<file path="src/rtl/vmsum_pkg.sv">
package vmsum_pkg;
    localparam int unsigned LANES          = 4;
    localparam int unsigned BYTES_PER_LANE = 4;
    localparam int unsigned BYTE_W         = 8;
    localparam int unsigned WORD_W         = BYTES_PER_LANE * BYTE_W;
    localparam int unsigned VEC_W          = LANES * WORD_W;
    localparam int unsigned INSTR_W        = 32;
    localparam int unsigned OPC_W          = 6;
    localparam int unsigned REG_W          = 5;
    localparam int unsigned XO_W           = 6;
    localparam logic [OPC_W-1:0] PRIMARY_OP  = 6'd4;
    localparam logic [XO_W-1:0]  XO_MIXED    = 6'd37;
    localparam logic [XO_W-1:0]  XO_UNSIGNED = 6'd36;

    typedef enum logic [1:0] {
        MODE_MIXED    = 2'd0,
        MODE_UNSIGNED = 2'd1,
        MODE_ILLEGAL  = 2'd2
    } mode_e;

    typedef struct packed {
        logic [REG_W-1:0] rt;
        logic [REG_W-1:0] ra;
        logic [REG_W-1:0] rb;
        logic [REG_W-1:0] rc;
    } regs_t;

    typedef struct packed {
        logic             valid;
        logic             illegal;
        logic [VEC_W-1:0] result;
        regs_t            regs;
    } stage_t;
endpackage

</file>
<file path="src/rtl/vmsum_decode.sv">
module vmsum_decode
    import vmsum_pkg::*;
(
    input  logic [INSTR_W-1:0] instr,
    output mode_e              mode,
    output regs_t              regs
);
    localparam int unsigned RT_HI = INSTR_W - OPC_W - 1;
    localparam int unsigned RA_HI = RT_HI - REG_W;
    localparam int unsigned RB_HI = RA_HI - REG_W;
    localparam int unsigned RC_HI = RB_HI - REG_W;

    logic [OPC_W-1:0] opc;
    logic [XO_W-1:0]  xo;

    always_comb begin
        opc     = instr[INSTR_W-1 -: OPC_W];
        xo      = instr[XO_W-1:0];
        regs.rt = instr[RT_HI -: REG_W];
        regs.ra = instr[RA_HI -: REG_W];
        regs.rb = instr[RB_HI -: REG_W];
        regs.rc = instr[RC_HI -: REG_W];
        if (opc != PRIMARY_OP)      mode = MODE_ILLEGAL;
        else if (xo == XO_MIXED)    mode = MODE_MIXED;
        else if (xo == XO_UNSIGNED) mode = MODE_UNSIGNED;
        else                        mode = MODE_ILLEGAL;
    end
endmodule

</file>
<file path="src/rtl/vmsum_lane.sv">
module vmsum_lane #(
    parameter int unsigned NB = 4,
    parameter int unsigned BW = 8,
    parameter int unsigned WW = 32
) (
    input  logic [NB*BW-1:0] a_word,
    input  logic [NB*BW-1:0] b_word,
    input  logic [WW-1:0]    acc,
    input  logic             unsigned_mode,
    output logic [WW-1:0]    sum
);
    localparam int unsigned PW  = 2 * BW + 2;
    localparam int unsigned EXT = WW - PW;

    logic [WW-1:0] prod_ext [NB];

    for (genvar j = 0; j < NB; j++) begin : g_prod
        logic [BW-1:0]          a_byte;
        logic [BW-1:0]          b_byte;
        logic signed [BW:0]     a_op;
        logic signed [BW:0]     b_op;
        logic signed [PW-1:0]   prod;
        always_comb begin
            a_byte      = a_word[NB*BW-1-BW*j -: BW];
            b_byte      = b_word[NB*BW-1-BW*j -: BW];
            a_op        = {(unsigned_mode ? 1'b0 : a_byte[BW-1]), a_byte};
            b_op        = {1'b0, b_byte};
            prod        = PW'(a_op * b_op);
            prod_ext[j] = {{EXT{prod[PW-1]}}, prod};
        end
    end

    always_comb begin
        sum = acc;
        for (int j = 0; j < NB; j++) begin
            sum = sum + prod_ext[j];
        end
    end
endmodule

</file>
<file path="src/rtl/vmsum_mixbyte_unit.sv">
module vmsum_mixbyte_unit
    import vmsum_pkg::*;
(
    input  logic               clk,
    input  logic               rst_n,
    input  logic               valid_in,
    input  logic [INSTR_W-1:0] instr,
    input  logic [VEC_W-1:0]   src_a,
    input  logic [VEC_W-1:0]   src_b,
    input  logic [VEC_W-1:0]   src_c,
    output logic               valid_out,
    output logic               illegal_out,
    output logic [VEC_W-1:0]   result,
    output logic [REG_W-1:0]   dst_reg,
    output logic [REG_W-1:0]   ra_reg,
    output logic [REG_W-1:0]   rb_reg,
    output logic [REG_W-1:0]   rc_reg
);
    mode_e            mode;
    regs_t            dec_regs;
    logic [VEC_W-1:0] lane_vec;
    stage_t           st_d;
    stage_t           st_q;

    vmsum_decode u_decode (
        .instr (instr),
        .mode  (mode),
        .regs  (dec_regs)
    );

    for (genvar i = 0; i < LANES; i++) begin : g_lane
        logic [WORD_W-1:0] lane_sum;
        vmsum_lane #(
            .NB (BYTES_PER_LANE),
            .BW (BYTE_W),
            .WW (WORD_W)
        ) u_lane (
            .a_word        (src_a[VEC_W-1-WORD_W*i -: WORD_W]),
            .b_word        (src_b[VEC_W-1-WORD_W*i -: WORD_W]),
            .acc           (src_c[VEC_W-1-WORD_W*i -: WORD_W]),
            .unsigned_mode (mode == MODE_UNSIGNED),
            .sum           (lane_sum)
        );
        assign lane_vec[VEC_W-1-WORD_W*i -: WORD_W] = lane_sum;
    end

    always_comb begin
        st_d         = st_q;
        st_d.valid   = valid_in;
        st_d.illegal = valid_in && (mode == MODE_ILLEGAL);
        if (valid_in) begin
            st_d.result = (mode == MODE_ILLEGAL) ? '0 : lane_vec;
            st_d.regs   = dec_regs;
        end
    end

    always_ff @(posedge clk or negedge rst_n) begin
        if (!rst_n) begin
            st_q <= '0;
        end else begin
            st_q <= st_d;
        end
    end

    assign valid_out   = st_q.valid;
    assign illegal_out = st_q.illegal;
    assign result      = st_q.result;
    assign dst_reg     = st_q.regs.rt;
    assign ra_reg      = st_q.regs.ra;
    assign rb_reg      = st_q.regs.rb;
    assign rc_reg      = st_q.regs.rc;
endmodule

</file>
<file path="config.mk">
export PLATFORM = sky130hd
export DESIGN_NAME = vmsum_mixbyte_unit
export DESIGN_NICKNAME = d
export VERILOG_FILES = /design/src/rtl/vmsum_pkg.sv /design/src/rtl/vmsum_decode.sv /design/src/rtl/vmsum_lane.sv /design/src/rtl/vmsum_mixbyte_unit.sv
export SDC_FILE = /design/constraint.sdc
export NUM_CORES = 2
export LEC_CHECK = 0
export BUFFER_PORTS_ARGS = -buffer_cell sky130_fd_sc_hd__buf_2
export CORE_MARGIN = 2
export CORE_UTILIZATION = 58
export CTS_CLUSTER_SIZE = 10
export DETAILED_ROUTE_END_ITERATION = 16
export HOLD_SLACK_MARGIN = 0.12
export MAX_ROUTING_LAYER = met4
export PLACE_DENSITY_LB_ADDON = 0.2
export SETUP_SLACK_MARGIN = 0.4
export SLEW_MARGIN = 20
export SYNTH_ARGS = -nofsm -noshare
export SYNTH_HDL_FRONTEND = slang
export SYNTH_SLANG_ARGS = --single-unit
</file>
<file path="constraint.sdc">
create_clock -name clk -period 0.8 [get_ports clk]
set_input_delay 0.16 -clock clk [delete_from_list [all_inputs] [get_ports clk]]
set_output_delay 0.16 -clock clk [all_outputs]
set_load 0.02 [all_outputs]
</file>
== Word level (Yosys, flattened, before mapping) ==
Index checks and enable logic that the tools add are counted.
Widths: inputs -> output; s select.

* Flip-flop bits (word level): 150
* Output and inout port bits: 150

* Add/subtract/negate cells: 16
* Multipliers: 16
* Eq/ne operators: 5
* Muxes and demuxes: 20
* Reduce and logical (&&, ||, !) cells: 1

{| class="wikitable"
|+ Operators with widths
! cell !! count
|-
| $add 32x32->32 || 16
|-
| $mul 9x9->18 || 16
|-
| $mux 128 || 1
|-
| $mux 1 || 16
|-
| $eq 6x6->1 const B || 2
|-
| $mux 2 || 3
|-
| $ne 6x3->1 const B || 1
|-
| $eq 2x1->1 const B || 1
|-
| $eq 2x2->1 const B || 1
|-
| $logic_and 1x1->1 || 1
|}

== Logic depth before layout (Yosys ltp) ==
* Word-level depth: 12
* Gate-level depth with buffers: 40

== Hierarchy ==
A second synthesis with hierarchy kept.

* Cells, all modules: 7530
* Area total of the unflattened synthesis: 66979.2 sq um

{| class="wikitable"
|+ Modules (own cells, without submodules)
! module !! instances !! cells an instance !! area an instance (sq um) !! sequential area each (sq um)
|-
| vmsum_lane (g_lane[1].u_lane ...) || 2 || 1713 || 14921.8 || 0.0
|-
| vmsum_lane (g_lane[0].u_lane) || 1 || 1741 || 15010.6 || 0.0
|-
| vmsum_lane (g_lane[3].u_lane) || 1 || 1734 || 14969.4 || 0.0
|-
| vmsum_mixbyte_unit || 1 || 602 || 6950.4 || 3753.6
|-
| vmsum_decode || 1 || 27 || 205.2 || 0.0
|}

== Worst setup path after synthesis ==
Ideal clock, no wire load.

* Path type: input-to-reg
* Start point: in instr[2]
* End point: reg st_q (netlist bit result[63])
* Setup time: 0.121 ns
* Data arrival time: 10.430 ns
* Setup slack: -9.751 ns
* Stages on the path: 35
* Path buffers: 4
* Cell sequence: and3b_1 nand4b_1 clkbuf_1 clkbuf_1 clkbuf_1 clkbuf_1 nand3_1 fa_1 inv_1 fa_1 fa_1 inv_1 fa_1 inv_1 ha_1 and2_1 a22oi_1 a31oi_1 a21o_1 a21oi_1 xor2_1 fa_1 fa_1 fa_1 ha_1 a21o_1 a21o_1 a21o_1 a21oi_1 o21ai_0 o221a_2 a311oi_1 xnor2_1 xnor3_1 a22o_1

* Cells in the longest elaborated chain, start to end: 12
* Elaborated cells between the ends (all ways): 20
* Classes of those cells: add/sub (4); mul (4); eq/ne (4); mux (8)

{| class="wikitable"
|+ RTL lines
! what !! line !! source
|-
| start, declared || vmsum_mixbyte_unit.sv:7 || <nowiki>input logic [INSTR_W-1:0] instr,</nowiki>
|-
| $eq 6x6->1 || vmsum_decode.sv:25 || <nowiki>else if (xo == XO_UNSIGNED) mode = MODE_UNSIGNED;</nowiki>
|-
| $mux 2 || vmsum_decode.sv:25 ||
|-
| $mux 2 * || vmsum_decode.sv:24 || <nowiki>else if (xo == XO_MIXED) mode = MODE_MIXED;</nowiki>
|-
| $mux 2 * || vmsum_decode.sv:23 || <nowiki>if (opc != PRIMARY_OP) mode = MODE_ILLEGAL;</nowiki>
|-
| $eq 2x1->1 || vmsum_mixbyte_unit.sv:41 || <nowiki>.unsigned_mode (mode == MODE_UNSIGNED),</nowiki>
|-
| $mux 1 || vmsum_lane.sv:26 || <nowiki>a_op = {(unsigned_mode ? 1'b0 : a_byte[BW-1]), a_byte};</nowiki>
|-
| $mul 9x9->18 || vmsum_lane.sv:28 || <nowiki>prod = PW'(a_op * b_op);</nowiki>
|-
| $add 32x32->32 (4 in a row) || vmsum_lane.sv:36 || <nowiki>sum = sum + prod_ext[j];</nowiki>
|-
| $mux 128 * || vmsum_mixbyte_unit.sv:52 || <nowiki>st_d.result = (mode == MODE_ILLEGAL) ? '0 : lane_vec;</nowiki>
|-
| end signal, assigned || vmsum_mixbyte_unit.sv:61 || <nowiki>st_q <= st_d;</nowiki>
|-
| end, declared || vmsum_mixbyte_unit.sv:23 || <nowiki>stage_t st_q;</nowiki>
|}

Mark *: on every way between the ends. The rest lies on a longest branch, timed or not.
A chain may end at the register's enable or synchronous reset.

== Worst setup path after layout ==
* Start point: in instr[31]
* End point: reg st_q (netlist bit result[27])

* Cells in the longest elaborated chain, start to end: 10
* Elaborated cells between the ends (all ways): 17
* Classes of those cells: add/sub (4); mul (4); eq/ne (3); mux (6)

{| class="wikitable"
|+ RTL lines
! what !! line
|-
| $ne 6x3->1 * || vmsum_decode.sv:23
|-
| $mux 2 * || vmsum_decode.sv:23
|-
| $eq 2x1->1 || vmsum_mixbyte_unit.sv:41
|-
| $mux 1 || vmsum_lane.sv:26
|-
| $mul 9x9->18 || vmsum_lane.sv:28
|-
| $add 32x32->32 (4 in a row) || vmsum_lane.sv:36
|-
| $mux 128 * || vmsum_mixbyte_unit.sv:52
|}

Marks and branches as above.

==> results.py <==
metrics = {
    "critical_path": {
        "cp-start-kind": "input pin",
        "max_stage_delay_ps": 600,
        "cp_max_fo": 7,
        "arrival_ps": 8950,
        "cp-end-kind": "flip-flop",
        "cp_data_required_time_ps": 1190,
        "r2r_cells": 2,
        "cpMostUsedCell": "fa_1",
        "slowest_stage": "fa_1",
        "crit_type": "input pin to flip-flop",
    },
    "clock_network": {
        "path_clk_slew_ps": 70,
        "ctsRootBufferMaster": "clkbuf_16",
        "ctsLongestPathBuffers": 2,
        "cts_tree": "yes",
        "htree_num_levels": 4,
        "clk_latency_ps": 500,
        "numCtsBuffers": 17,
        "clkSinkCount": 150,
    },
    "sta": {
        "min_period_over_period_pct": 1070,
        "fmax_ghz": 0.117,
        "slew_violations": 0,
        "rsz0062_at_grt": "yes",
        "worst_pin_slew_ps": 640,
        "holdWs_ps": -448,
        "setup_viol": 281,
        "hold_violations": 170,
        "fin_skew_ps": 0,
        "period_minus_slack_ps": 8560,
        "maxSlewHeadroom_pct": 57.0,
        "setup_ws_ps": -7760,
        "tns_ps": -834870,
    },
    "logic_synthesis": {
        "synth-main-ff-cell": "dfrtp_1",
        "ys_warn_count": 0,
        "synth_seq_area_share_pct": 5.86,
        "avgSynthCellArea_sq_um": 9.27,
        "synth_area_leaders": "fa_1 40%, ha_1 15%, inv_1 9.7%, and2_1 6.4%, dfrtp_1 5.9%",
        "post-synth-top-area-cell": "fa_1",
        "ys_ff_latch": 150,
        "synth_top_area_share_pct": 39.8,
        "synth_area_sq_um": 64100,
        "syn-instance-count": 6908,
        "yosysUniqueCellTypes": 85,
        "syn_nets": 9363,
        "async_reset_ff_share_pct": 100,
        "synth_edf_count": 0,
    },
    "floorplanning": {
        "die_area_sq_um": 113000,
        "io_pins": 569,
        "start_util_pct": 58.7,
        "die_w_um": 336,
        "core_sq_um": 109000,
        "chipHeight_um": 336,
        "fp-row-count": 121,
    },
    "routing": {
        "antenna_left": 0,
        "routedWlPerCell_um": 18.5,
        "avgViaCountPerCell": 5.24,
        "num_vias": 55100,
        "dr.pass1.iters": 7,
        "met1Wirelength_mm": 74.5,
        "routed_wl_mm": 195,
        "route.top_layer_used": "met4",
        "drt-initial-drc-count": 2530,
        "wl_met3_mm": 11.9,
        "drc": 0,
        "routed-wl-met2_mm": 97.9,
    },
    "finish": {
        "final_cell_mix": "1577 x inv_1, 1477 x buf_4, 1233 x fa_1",
        "final_util_pct": 78.8,
        "largest_reg_flops": 128,
        "drive_above_1_share_pct": 32.1,
        "final_common_cell": "inv_1",
        "num-fill-cells": 7190,
        "area.growth.synth_to_final_pct": 34.3,
        "finalInstanceArea_sq_um": 86100,
        "nets": 11400,
    },
    "placed_design": {
        "gp_congestion": 1.02,
        "postPlaceCellArea_sq_um": 80900,
        "dp_hpwl_mm": 164,
        "port_buffers": 568,
    },
    "hold_path": {
        "min_path_type": "input pin to asynchronous set/reset pin",
    },
    "global_route": {
        "grtUsageTotal_pct": 35.6,
        "grt_pass1_wl_mm": 306,
        "grt_pass1_vias": 59700,
        "grt_overflow": 0,
        "grt_start_max_net_pins": 53,
        "antenna_found_initial": 57,
    },
    "outcome": {
        "status": "finished with violations",
        "violations": "negative hold slack, negative setup slack",
    },
    "run": {
        "maxCapViolations": 0,
    },
}
through the flow:
stage,cells,worst slack (ps)
after floorplan,6908,-7960
after global placement,10300,-8480
after detailed placement,10300,-8700
after CTS,10400,-7630
after global routing,10500,-8020
final,10500,-7760
final timing paths:
kind	start	endpoint	slack, ps
setup reg to reg	result[28]$_DFFE_PN0P_	result[28]$_DFFE_PN0P_	-110
hold / removal	rst_n	result[58]$_DFFE_PN0P_	-450
max in group asynchronous	rst_n	result[43]$_DFFE_PN0P_	710
hold reg to reg	result[64]$_DFFE_PN0P_	result[64]$_DFFE_PN0P_	490
min in group clk	instr[19]	ra_reg[3]$_DFFE_PN0P_	-120
setup / recovery	instr[31]	result[27]$_DFFE_PN0P_	-7760
layout make-up:
class | count | area, sq um | share of cell area [%]
clock inverter | 13 | 195 | 0.227
antenna | 62 | 155 | 0.180
timing repair inverter | 1 | 6.26 | 0.00727
timing repair buffer | 2153 | 15600 | 18.2
tap | 1476 | 1850 | 2.15
sequential | 150 | 3750 | 4.36
inverter | 1652 | 6250 | 7.27
clock buffer | 19 | 443 | 0.515
multi-input combinational | 4985 | 57800 | 67.1
timing repair:
action,in CTS,in global routing
gates resized for setup,413,286
pin swaps,299,275
endpoints found under the setup margin,299,299
buffers inserted,81,59
hold endpoints to repair,173,172
cloned,3,1
cells in the mapped netlist (30+ instances only):
cell type  number
a21o_1        126
a21oi_1       239
a22o_1         85
and2_1        656
and3_1         75
clkbuf_1      116
dfrtp_1       150
fa_1         1272
ha_1          764
inv_1        1651
nand2_1       482
nand2b_1       43
nand3_1       104
nor2_1        132
nor2b_1        30
nor3_1         41
o21a_1         51
o21ai_0       112
o21bai_1       38
xnor2_1       331
xor2_1        139
critical path: cells and delay by family:
kind            cells  cell delay, ps
compound gates     14            2280
xor+xnor            2             280
fa+ha+maj           9            4070
simple gates        6             760
buf+inv            12            1330
cell families after synthesis:
family,after synthesis,share of synthesized area (%)
AO/OA/AOI/OAI,821,8.75
AND/OR/NAND/NOR,1633,13.4
flip-flops,150,5.86
XOR/XNOR,475,6.60
adder cells (fa/ha/maj),2036,54.7
buffers and inverters,1773,10.4
multiplexers,20,0.352
routing by layer:
layer | track usage, % | vias up
met1 | 41.5 | 27600
met3 | 6.31 | 473
met4 | 16.3 | 0
li1 | - | 25500
met5 | - | -
met2 | 60.1 | 1556
Power is left out: the tool's default activity adds up to more than one toggle a clock period on the data nets, which glitch-free logic cannot reach.
